<file path="src/rtl/trig_pkg.sv">
package trig_pkg;
  localparam int unsigned N_ACT  = 3;
  localparam int unsigned ACT_RUN = 0;
  localparam int unsigned ACT_TAG = 1;
  localparam int unsigned ACT_ARM = 2;

  localparam int unsigned CFG_AW = 2;
  localparam logic [CFG_AW-1:0] ADDR_MASK = 2'd0;
  localparam logic [CFG_AW-1:0] ADDR_OUT  = 2'd1;

  localparam int unsigned OUT_EN_BIT    = 0;
  localparam int unsigned OUT_TRAIL_BIT = 1;

  typedef struct packed {
    logic [N_ACT-1:0] act_mask;
    logic             out_en;
    logic             out_trail;
  } trig_cfg_t;
endpackage

</file>
<file path="src/rtl/trig_in_sync.sv">
module trig_in_sync #(
  parameter int unsigned STAGES = 2
) (
  input  logic clk_i,
  input  logic rst_ni,
  input  logic trig_i,
  output logic fall_o
);
  logic [STAGES-1:0] sync_q;
  logic              last_q;

  // idle level is high: reset to ones so release gives no false edge
  always_ff @(posedge clk_i or negedge rst_ni) begin
    if (!rst_ni) begin
      sync_q <= '1;
      last_q <= 1'b1;
    end else begin
      sync_q <= {sync_q[STAGES-2:0], trig_i};
      last_q <= sync_q[STAGES-1];
    end
  end

  assign fall_o = last_q & ~sync_q[STAGES-1];
endmodule

</file>
<file path="src/rtl/trig_action.sv">
module trig_action #(
  parameter int unsigned N = 3
) (
  input  logic         clk_i,
  input  logic         rst_ni,
  input  logic         fire_i,
  input  logic [N-1:0] mask_i,
  output logic [N-1:0] act_o
);
  for (genvar g = 0; g < N; g++) begin : g_act
    always_ff @(posedge clk_i or negedge rst_ni) begin
      if (!rst_ni) act_o[g] <= 1'b0;
      else         act_o[g] <= fire_i & mask_i[g];
    end
  end
endmodule

</file>
<file path="src/rtl/trig_out_gen.sv">
module trig_out_gen #(
  parameter int unsigned PULSE_CLKS = 16
) (
  input  logic clk_i,
  input  logic rst_ni,
  input  logic start_i,
  input  logic end_i,
  input  logic mark_i,
  input  logic en_i,
  input  logic trail_i,
  output logic evt_o,
  output logic pulse_o
);
  localparam int unsigned CW = $clog2(PULSE_CLKS + 1);
  localparam logic [CW-1:0] LOAD = CW'(PULSE_CLKS);

  logic [CW-1:0] cnt_q;

  assign evt_o = mark_i & en_i & (trail_i ? end_i : start_i);

  // reload on every event: a retrigger stretches, never doubles
  always_ff @(posedge clk_i or negedge rst_ni) begin
    if (!rst_ni)              cnt_q <= '0;
    else if (evt_o)           cnt_q <= LOAD;
    else if (cnt_q != '0)     cnt_q <= cnt_q - 1'b1;
  end

  assign pulse_o = (cnt_q != '0);
endmodule

</file>
<file path="src/rtl/trig_regs.sv">
module trig_regs
  import trig_pkg::*;
#(
  parameter int unsigned DW = 8
) (
  input  logic              clk_i,
  input  logic              rst_ni,
  input  logic              we_i,
  input  logic [CFG_AW-1:0] addr_i,
  input  logic [DW-1:0]     wdata_i,
  output logic [DW-1:0]     rdata_o,
  output trig_cfg_t         cfg_o
);
  trig_cfg_t cfg_q;
  logic      unused_wdata;

  assign unused_wdata = ^wdata_i;

  always_ff @(posedge clk_i or negedge rst_ni) begin
    if (!rst_ni) begin
      cfg_q <= '0;
    end else if (we_i) begin
      case (addr_i)
        ADDR_MASK: cfg_q.act_mask <= wdata_i[N_ACT-1:0];
        ADDR_OUT: begin
          cfg_q.out_en    <= wdata_i[OUT_EN_BIT];
          cfg_q.out_trail <= wdata_i[OUT_TRAIL_BIT];
        end
        default: ;
      endcase
    end
  end

  always_comb begin
    rdata_o = '0;
    case (addr_i)
      ADDR_MASK: rdata_o[N_ACT-1:0] = cfg_q.act_mask;
      ADDR_OUT: begin
        rdata_o[OUT_EN_BIT]    = cfg_q.out_en;
        rdata_o[OUT_TRAIL_BIT] = cfg_q.out_trail;
      end
      default: ;
    endcase
  end

  assign cfg_o = cfg_q;
endmodule

</file>
<file path="src/rtl/trig_ctrl.sv">
module trig_ctrl
  import trig_pkg::*;
#(
  parameter int unsigned DW          = 8,
  parameter int unsigned SYNC_STAGES = 2,
  parameter int unsigned PULSE_CLKS  = 16
) (
  input  logic              clk_i,
  input  logic              rst_ni,
  input  logic              trig_in_i,
  input  logic              cfg_we_i,
  input  logic [CFG_AW-1:0] cfg_addr_i,
  input  logic [DW-1:0]     cfg_wdata_i,
  output logic [DW-1:0]     cfg_rdata_o,
  input  logic              str_start_i,
  input  logic              str_end_i,
  input  logic              str_mark_i,
  output logic              run_start_o,
  output logic              tag_clr_o,
  output logic              cap_arm_o,
  output logic              trig_out_o
);
  trig_cfg_t        cfg;
  logic             in_fall;
  logic [N_ACT-1:0] act;
  logic             out_evt;

  trig_regs #(.DW(DW)) regs_i (
    .clk_i   (clk_i),
    .rst_ni  (rst_ni),
    .we_i    (cfg_we_i),
    .addr_i  (cfg_addr_i),
    .wdata_i (cfg_wdata_i),
    .rdata_o (cfg_rdata_o),
    .cfg_o   (cfg)
  );

  trig_in_sync #(.STAGES(SYNC_STAGES)) sync_i (
    .clk_i  (clk_i),
    .rst_ni (rst_ni),
    .trig_i (trig_in_i),
    .fall_o (in_fall)
  );

  trig_action #(.N(N_ACT)) action_i (
    .clk_i  (clk_i),
    .rst_ni (rst_ni),
    .fire_i (in_fall),
    .mask_i (cfg.act_mask),
    .act_o  (act)
  );

  trig_out_gen #(.PULSE_CLKS(PULSE_CLKS)) out_i (
    .clk_i   (clk_i),
    .rst_ni  (rst_ni),
    .start_i (str_start_i),
    .end_i   (str_end_i),
    .mark_i  (str_mark_i),
    .en_i    (cfg.out_en),
    .trail_i (cfg.out_trail),
    .evt_o   (out_evt),
    .pulse_o (trig_out_o)
  );

  assign run_start_o = act[ACT_RUN];
  assign tag_clr_o   = act[ACT_TAG];
  assign cap_arm_o   = act[ACT_ARM];
endmodule

</file>
<file path="config.mk">
export PLATFORM = sky130hd
export DESIGN_NAME = trig_ctrl
export DESIGN_NICKNAME = d
export VERILOG_FILES = /design/src/rtl/trig_pkg.sv /design/src/rtl/trig_in_sync.sv /design/src/rtl/trig_action.sv /design/src/rtl/trig_out_gen.sv /design/src/rtl/trig_regs.sv /design/src/rtl/trig_ctrl.sv
export SDC_FILE = /design/constraint.sdc
export NUM_CORES = 1
export LEC_CHECK = 0
export BUFFER_PORTS_ARGS = -buffer_cell sky130_fd_sc_hd__buf_2
export CAP_MARGIN = 15
export CORE_MARGIN = 2
export CORE_UTILIZATION = 48
export CTS_BUF_LIST = sky130_fd_sc_hd__clkbuf_8
export CTS_CLUSTER_SIZE = 28
export DETAILED_ROUTE_END_ITERATION = 7
export PLACE_DENSITY = 0.91
export SETUP_SLACK_MARGIN = 0.15
export SLEW_MARGIN = 5
export SYNTH_ARGS = -nofsm -noshare
export SYNTH_HDL_FRONTEND = slang
export SYNTH_SLANG_ARGS = --single-unit
</file>
<file path="constraint.sdc">
create_clock -name clk_i -period 2 [get_ports clk_i]
set_clock_uncertainty 0.15 [all_clocks]
set_input_delay 0.4 -clock clk_i [delete_from_list [all_inputs] [get_ports clk_i]]
set_output_delay 0.4 -clock clk_i [all_outputs]
set_load 0.02 [all_outputs]
</file>
# Word level (Yosys, flattened, before mapping)
# Cells that the tools add are included.
[totals]
out_inout_bits = 12
word_cells = 28
reg_bits = 16
inputBits = 17
[op_classes]
reduce_logical = 5
n_bitwise = 7
n_addsub = 1
n_eq_ne = 1
n_mux = 5
[ops]
columns = ["cell", "count"]
rows = [
  ["5-bit two-way mux", 2],
  ["1-bit AND", 6],
  ["5-bit nonzero test", 1],
  ["5-bit by 1-bit subtractor with 5-bit output, second input constant", 1],
  ["2-bit case mux with 2 select lines", 1],
  ["2-bit AND reduction", 2],
  ["2-bit by 1-bit equality test with 1-bit output, second input constant", 1],
  ["2-bit zero test", 1],
  ["1-bit two-way mux", 2],
  ["2-bit nonzero test", 1],
  ["1-bit inverter", 1],
]

# Logic depth before layout (Yosys ltp)
# Gate-level depths: netlist (run 1).
[depth]
word_depth = 3
ltp_mapped = 6
depth_no_buf = 5

# Hierarchy
# From an unflattened synthesis (run 1), not the netlist that was laid out.
[hier_totals]
hier_cells = 61
hier_area_um2 = 745.7
[modules_own_cells]
columns = ["mod", "seq_area_each_um2", "n_inst", "area_each_um2", "cells_per_inst"]
rows = [
  ["trig_out_gen", 125.1, 1, 281.5, 28],
  ["trig_regs", 125.1, 1, 277.8, 23],
  ["trig_action", 75.1, 1, 93.8, 6],
  ["trig_in_sync", 78.8, 1, 92.6, 4],
]

# Least setup slack after synthesis (run 1)
# OpenSTA, ideal clock, no wires.
[synth_path]
path_type = "register to output"
startpoint = "register out_i.cnt_q[0]"
endpoint = "output port trig_out_o"
slack_ps = 216
t_arrival_ps = 1234
required_time_ps = 1450
n_path_buf = 1
stages_incl_launch_ff = 5
path_cell_list = "dfrtp_1 -> inv_1 -> ha_1 -> or4b_1 -> buf_2"
[synth_between]
elab_chain_len = 1
[synth_rtl]
columns = ["element", "line", "text"]
rows = [
  ["start, declared", "trig_out_gen.sv:17", "logic [CW-1:0] cnt_q;"],
  ["start signal, assigned", "trig_out_gen.sv:25", "else if (cnt_q != '0) cnt_q <= cnt_q - 1'b1;"],
  ["5-bit nonzero test", "trig_out_gen.sv:28", "assign pulse_o = (cnt_q != '0);"],
  ["end, declared", "trig_ctrl.sv:21", "output logic trig_out_o"],
]
# Every way passes these cells.

# Final worst setup path (run 1)
# Ends and elaborated chain as after synthesis.

==> flow_summary.yaml, run 1 <==
logic_synthesis:
  synth-seq-cells: 16
  yosysSeqAreaShare_pct: 55.9
  synth-edff-count: 0
  synth_top_area_cell: "dfrtp_1"
  yosysWarnings: 0
  synthTopCellsByCount: "dfrtp_1, nor2_1, buf_4, mux2_1"
  ys.flop_type: "dfrtp_1"
  async_flop_share_pct: 100
  yosys-top-cells-area: "dfrtp_1, dfstp_2, mux2_1"
  synthCells: 61
  syn_area_per_cell_um2: 11.9
  synth_top_cell_area_share_pct: 45.0
  yosys.cell_count.top_type: "dfrtp_1"
  ys_types: 23
  syn_area_um2: 723
floorplanning:
  io_pins: 29
  std_cell_rows: 14
  dieArea_um2: 1830
  core_area_um2: 1450
  die_h_um: 42.8
  start_util_pct: 49.7
  die_w_um: 42.8
timing:
  rsz0062_at_grt: "yes"
  final-setup-viol-count: 1
  hold_viol: 0
  drv_slew: 0
  period_share_pct: 101
  whs_ns: 0.0930
  timing.fmax_mhz: 496
  period_needed_ns: 2.01
  setup_slack_ns: -0.0145
worst_setup_path:
  critPathMaxFanout: 2
  arrival_ns: 1.46
  cp_top_family: "simple AND/OR/NAND/NOR gates"
  end_kind: "output pin"
  start_kind: "register"
  crit_chain: "inv_1, ha_2, or4b_4, buf_6"
  timing.critical_path.buf_inv: 2
  worst_path_max_delay_cell: "or4b_4"
  r2r_slack_ns: 0.21
  crit_type: "reg2out"
  max_stage_delay_ns: 0.46
  critPathRequiredTime_ns: 1.45
global_routing:
  grt_util_all_layers_pct: 17.7
  grt_overflow_total: 0
  grt_pass1_wl_mm: 2.34
  grt_max_degree: 17
  antenna_found_initial: 0
  grt_pass1_vias: 533
cts:
  clock_latency_ns: 0.25
  cts_buffers: 3
  clk_pin_slew_worst_paths_ns: 0.06
  cts-root-buf: "clkbuf_8"
  h-tree-depth: 1
  cts.path.max_buffers: 2
  cts_tree: "yes"
  clock-sinks: 16
layout:
  layout-drive-gt1-share_pct: 40.4
  syn2layout_area_growth_pct: 31.0
  final_util_pct: 65.1
  final_nets: 108
  diodes: 0
  instances_no_fill: 105
power:
  pwr_density_cell_nw_per_um2: 1260
  leakage_nw: 0.478
  ir_drop_mv: 0.660
detailed_routing:
  via_per_inst: 5.01
  first_iter_violations: 4
  drtPass1Iterations: 4
  antenna_left: 0
  num_vias: 526
  drc: 0
  wl_per_cell_um: 13.8
  drt_wl_total_mm: 1.45
place:
  dp_cells: 95
  routabilityCongestion: 0.678
  io_buffers: 18
status:
  status: "finished with violations"
  failed_checks: "setup timing"
run:
  timing.max_cap.violations: 0
worst_hold_path:
  hp-class: "in2reg"
-- cells by family after synthesis --
family                     count (synthesis)  synth area share [%]
other                                      1                 0.519
and+or+nand+nor                           22                  17.6
buffers and inverters                      8                  6.92
muxes                                      8                  11.9
adders and majority gates                  1                  1.73
xor gates and xnor gates                   1                  1.21
AOI/OAI and AO/OA                          4                  4.15
DFF                                       16                  55.9
-- sequential cells by signal, indices dropped and copies added (netlist names) --
| name | cells |
|---|---|
| sync_i.sync_q | 2 |
| regs_i.cfg_o | 5 |
| sync_i.last_q | 1 |
| out_i.cnt_q | 5 |
| action_i.act_o | 3 |
-- repair_timing --
action                                  in CTS  in global routing
resized for setup                            3                  3
endpoints found under the setup margin       1                  1
setup buffers                                2                  3
hold buffers                                 1                  0
endpoints found under the hold margin       13                  0
-- power breakdown --
part | internal [mW] | total, mW | leakage, nW | switching, mW
sequential | 0.405 | 0.459 | 0.192 | 0.0543
clock | 0.175 | 0.283 | 0.0288 | 0.108
combinational | 0.254 | 0.455 | 0.257 | 0.202
-- per-layer routing --
layer  up-vias  GRT usage (%)  part of all wire, %
li1        248              -                    -
met1       250           20.0                   38
met2        22           29.4                   52
met3         6           4.26                  5.7
met4         0           11.3                  3.7
met5         -              0                    0
-- final cells by class --
| class | instances | area, um2 |
|---|---|---|
| clock buffer | 4 | 55.1 |
| fill | 119 | 507 |
| inverter | 2 | 7.51 |
| multi-input combinational | 41 | 298 |
| sequential | 16 | 404 |
| tap | 16 | 20.0 |
| timing repair buffer | 26 | 163 |
-- final timing paths --
check                            startpoint  cells past startpoint               end
min in group asynchronous            rst_ni                      2   regs_i.cfg_o[4]
min reg2reg                sync_i.sync_q[0]                      0  sync_i.sync_q[1]
min                               trig_in_i                      1  sync_i.sync_q[0]
max                          out_i.cnt_q[0]                      4        trig_out_o
max reg2reg                  out_i.cnt_q[0]                      7    out_i.cnt_q[0]
max in group asynchronous            rst_ni                      2  sync_i.sync_q[1]
-- cells in the final DEF (no fill, tap or decap), types with 3 or more instances in the layout --
master / instances
dfstp_2: 3
nand3b_1: 3
and2_1: 3
nor2_1: 6
buf_2: 17
buf_4: 6
conb_1: 5
mux2i_1: 3
mux2_1: 5
dfrtp_1: 13
clkbuf_8: 4
-- through the flow --
step,setup WS [ns],TNS (ns),power (mW),instance area (um2)
after floorplan,0.216,0,0.696,738
after global placement,0.224,0,0.769,821
after detailed placement,0.205,0,0.791,821
after CTS,-0.00636,-0.00636,1.13,911
after global routing,-0.0548,-0.0548,1.27,947
final,-0.0145,-0.0145,1.20,947
Note: power is estimated with default switching activity, not from simulation.
==> inputs of run 2 (changes only) <==
--- a/config.mk
+++ b/config.mk
@@ -8,11 +8,12 @@
 export BUFFER_PORTS_ARGS = -buffer_cell sky130_fd_sc_hd__buf_2
 export CAP_MARGIN = 15
 export CORE_MARGIN = 2
-export CORE_UTILIZATION = 48
+export CORE_UTILIZATION = 52
 export CTS_BUF_LIST = sky130_fd_sc_hd__clkbuf_8
 export CTS_CLUSTER_SIZE = 28
 export DETAILED_ROUTE_END_ITERATION = 7
-export PLACE_DENSITY = 0.91
+export HOLD_SLACK_MARGIN = 0.06
+export PLACE_DENSITY = 0.95
 export SETUP_SLACK_MARGIN = 0.15
 export SLEW_MARGIN = 5
 export SYNTH_ARGS = -nofsm -noshare
==> constraint.sdc (replaced) <==
create_clock -name clk_i -period 2.55 [get_ports clk_i]
set_clock_uncertainty 0.15 [all_clocks]
set_input_delay 0.51 -clock clk_i [delete_from_list [all_inputs] [get_ports clk_i]]
set_output_delay 0.51 -clock clk_i [all_outputs]
set_load 0.02 [all_outputs]
==> run 2 against run 1 <==
  * The flow now finishes without violations
  * Largest power group unchanged
  * Total power down 32%
  * Critical path depth unchanged
  * Critical path type unchanged
  * Final cell count shrank 7.6%
  * Flip-flop and latch count unchanged
  * Combinational power is 47% lower
  * Highest routed layer is now met3
  * Sequential power down 20%
  * Non-clock buffer count decreased by 7
  * Clock-buffer cell count is the same
==> flow_summary.yaml, run 2 (synthesized netlist as in run 1, its figures left out) <==
detailed_routing:
  drtPass1Iterations: 2
  via_per_inst: 4.88
  drt_wl_total_mm: 1.17
  drc: 0
  top_layer: "met3"
  num_vias: 473
  wl_met2_um: 608
  wl_per_cell_um: 12.1
  first_iter_violations: 1
  antenna_left: 0
  wl_met1_um: 494
  wl_met3_um: 71
global_routing:
  grt_util_all_layers_pct: 17.3
  grt_pass1_vias: 456
  grt_pass1_wl_mm: 1.81
  antenna_found_initial: 0
  grt_max_degree: 17
  grt_overflow_total: 0
layout:
  final_nets: 101
  fillers: 104
  layout-drive-gt1-share_pct: 32.9
  syn2layout_area_growth_pct: 20.8
  layout_common_cells: "buf_2, dfrtp_1, nor2_1, mux2_1, conb_1"
  diodes: 0
  instances_no_fill: 97
  final_common_cell: "buf_2"
worst_hold_path:
  min-delay-start: "sync_i.sync_q[0]"
  whs_path_depth: 0
  hp-class: "reg2reg"
power:
  switching_share_pct: 29.9
  p_total_mw: 0.820
  switchingPower_mw: 0.245
  leakage_nw: 0.434
  p_int_mw: 0.575
  ir_drop_mv: 0.586
  p_clk_share_pct: 26.1
  seq_power_share_pct: 44.6
  pwr_density_cell_nw_per_um2: 939
  pwr-share-comb_pct: 29.3
floorplanning:
  core_area_um2: 1300
  std_cell_rows: 13
  die_w_um: 41.3
  dieArea_um2: 1700
  io_pins: 29
  start_util_pct: 55.6
  die_h_um: 41.3
cts:
  clock_latency_ns: 0.24
  clock-sinks: 16
  cts-root-buf: "clkbuf_8"
  cts_buffers: 3
  cts.path.max_buffers: 2
  h-tree-depth: 1
  clk_pin_slew_worst_paths_ns: 0.06
  cts_tree: "yes"
timing:
  timing.fmax_mhz: 434
  rsz0062_at_grt: "no"
  fin_setup_tns_ns: 0
  final-setup-viol-count: 0
  period_needed_ns: 2.31
  drv_slew: 0
  period_share_pct: 90.5
  hold_viol: 0
worst_setup_path:
  end_kind: "output pin"
  critPathMaxFanout: 5
  arrival_ns: 1.65
  start_kind: "register"
  critPathRequiredTime_ns: 1.89
  crit_type: "reg2out"
  r2r-start: "out_i.cnt_q[0]"
  crit_start: "out_i.cnt_q[0]"
  r2r_cells: 4
status:
  status: "finished, final reports clean"
place:
  routabilityCongestion: 0.667
  post-dp-hpwl_um: 953
  io_buffers: 18
  dp_cells: 92
run:
  timing.max_cap.violations: 0
[run 2: final timing paths]
path | endpoint | slack, ns
min | sync_i.sync_q[1] | 0.21
max reg2reg | out_i.cnt_q[1] | 0.81
max | trig_out_o | 0.24
min reg2reg | sync_i.sync_q[1] | 0.21
min in group asynchronous | out_i.cnt_q[2] | 0.55
max in group asynchronous | sync_i.sync_q[1] | 1.40
[run 2: power groups by stage]
| stage | Sequential (mW) | Clock [mW] | Combinational [mW] |
|---|---|---|---|
| after floorplan | 0.359 | 0 | 0.186 |
| after global placement | 0.363 | 0 | 0.221 |
| after detailed placement | 0.369 | 0 | 0.235 |
| after CTS | 0.364 | 0.222 | 0.238 |
| after global routing | 0.375 | 0.235 | 0.266 |
| final | 0.365 | 0.214 | 0.241 |
[run 2: per-layer routing]
metal / global-route usage [%] / vias to the layer above
met1: 19.3 / 220
met5: 0 / -
met2: 30.9 / 17
met3: 4.79 / 0
met4: 7.26 / 0
li1: - / 236
[run 2: cell type report]
| class | count | area [um2] | area share [%] |
|---|---|---|---|
| Inverter | 2 | 7.51 | 0.860 |
| Sequential cell | 16 | 404 | 46.3 |
| Timing Repair Buffer | 19 | 100 | 11.5 |
| Multi-Input combinational cell | 41 | 288 | 33.0 |
| Clock buffer | 4 | 55.1 | 6.30 |
| Tap cell | 15 | 18.8 | 2.15 |
[run 2: through the flow]
| stage | util (%) | cell area (um2) | setup slack, ns | hold WS (ns) |
|---|---|---|---|---|
| 2_1_floorplan | - | 738 | 0.656 | 0.0644 |
| 5_1_grt | 67.1 | 873 | 0.160 | 0.204 |
| 4_1_cts | 66.8 | 870 | 0.180 | 0.208 |
| 6_report | 67.1 | 873 | 0.243 | 0.206 |
| 3_3_place_gp | 61.8 | 805 | 0.465 | 0.196 |
| 3_5_place_dp | 61.8 | 805 | 0.446 | 0.199 |
[run 2: critical path, stage by stage, from the launching register on]
cell and delay (ns):
dfrtp_1 0.40, inv_1 0.07, ha_1 0.23, or4b_4 0.53, buf_2 0.18
[run 2: what timing repair did]
action                     CTS  global route
setup endpoints to repair    0             1
hold endpoints to repair    13             0
gates resized for setup      0             1
hold buffers                 1             0
buffers inserted             0             0
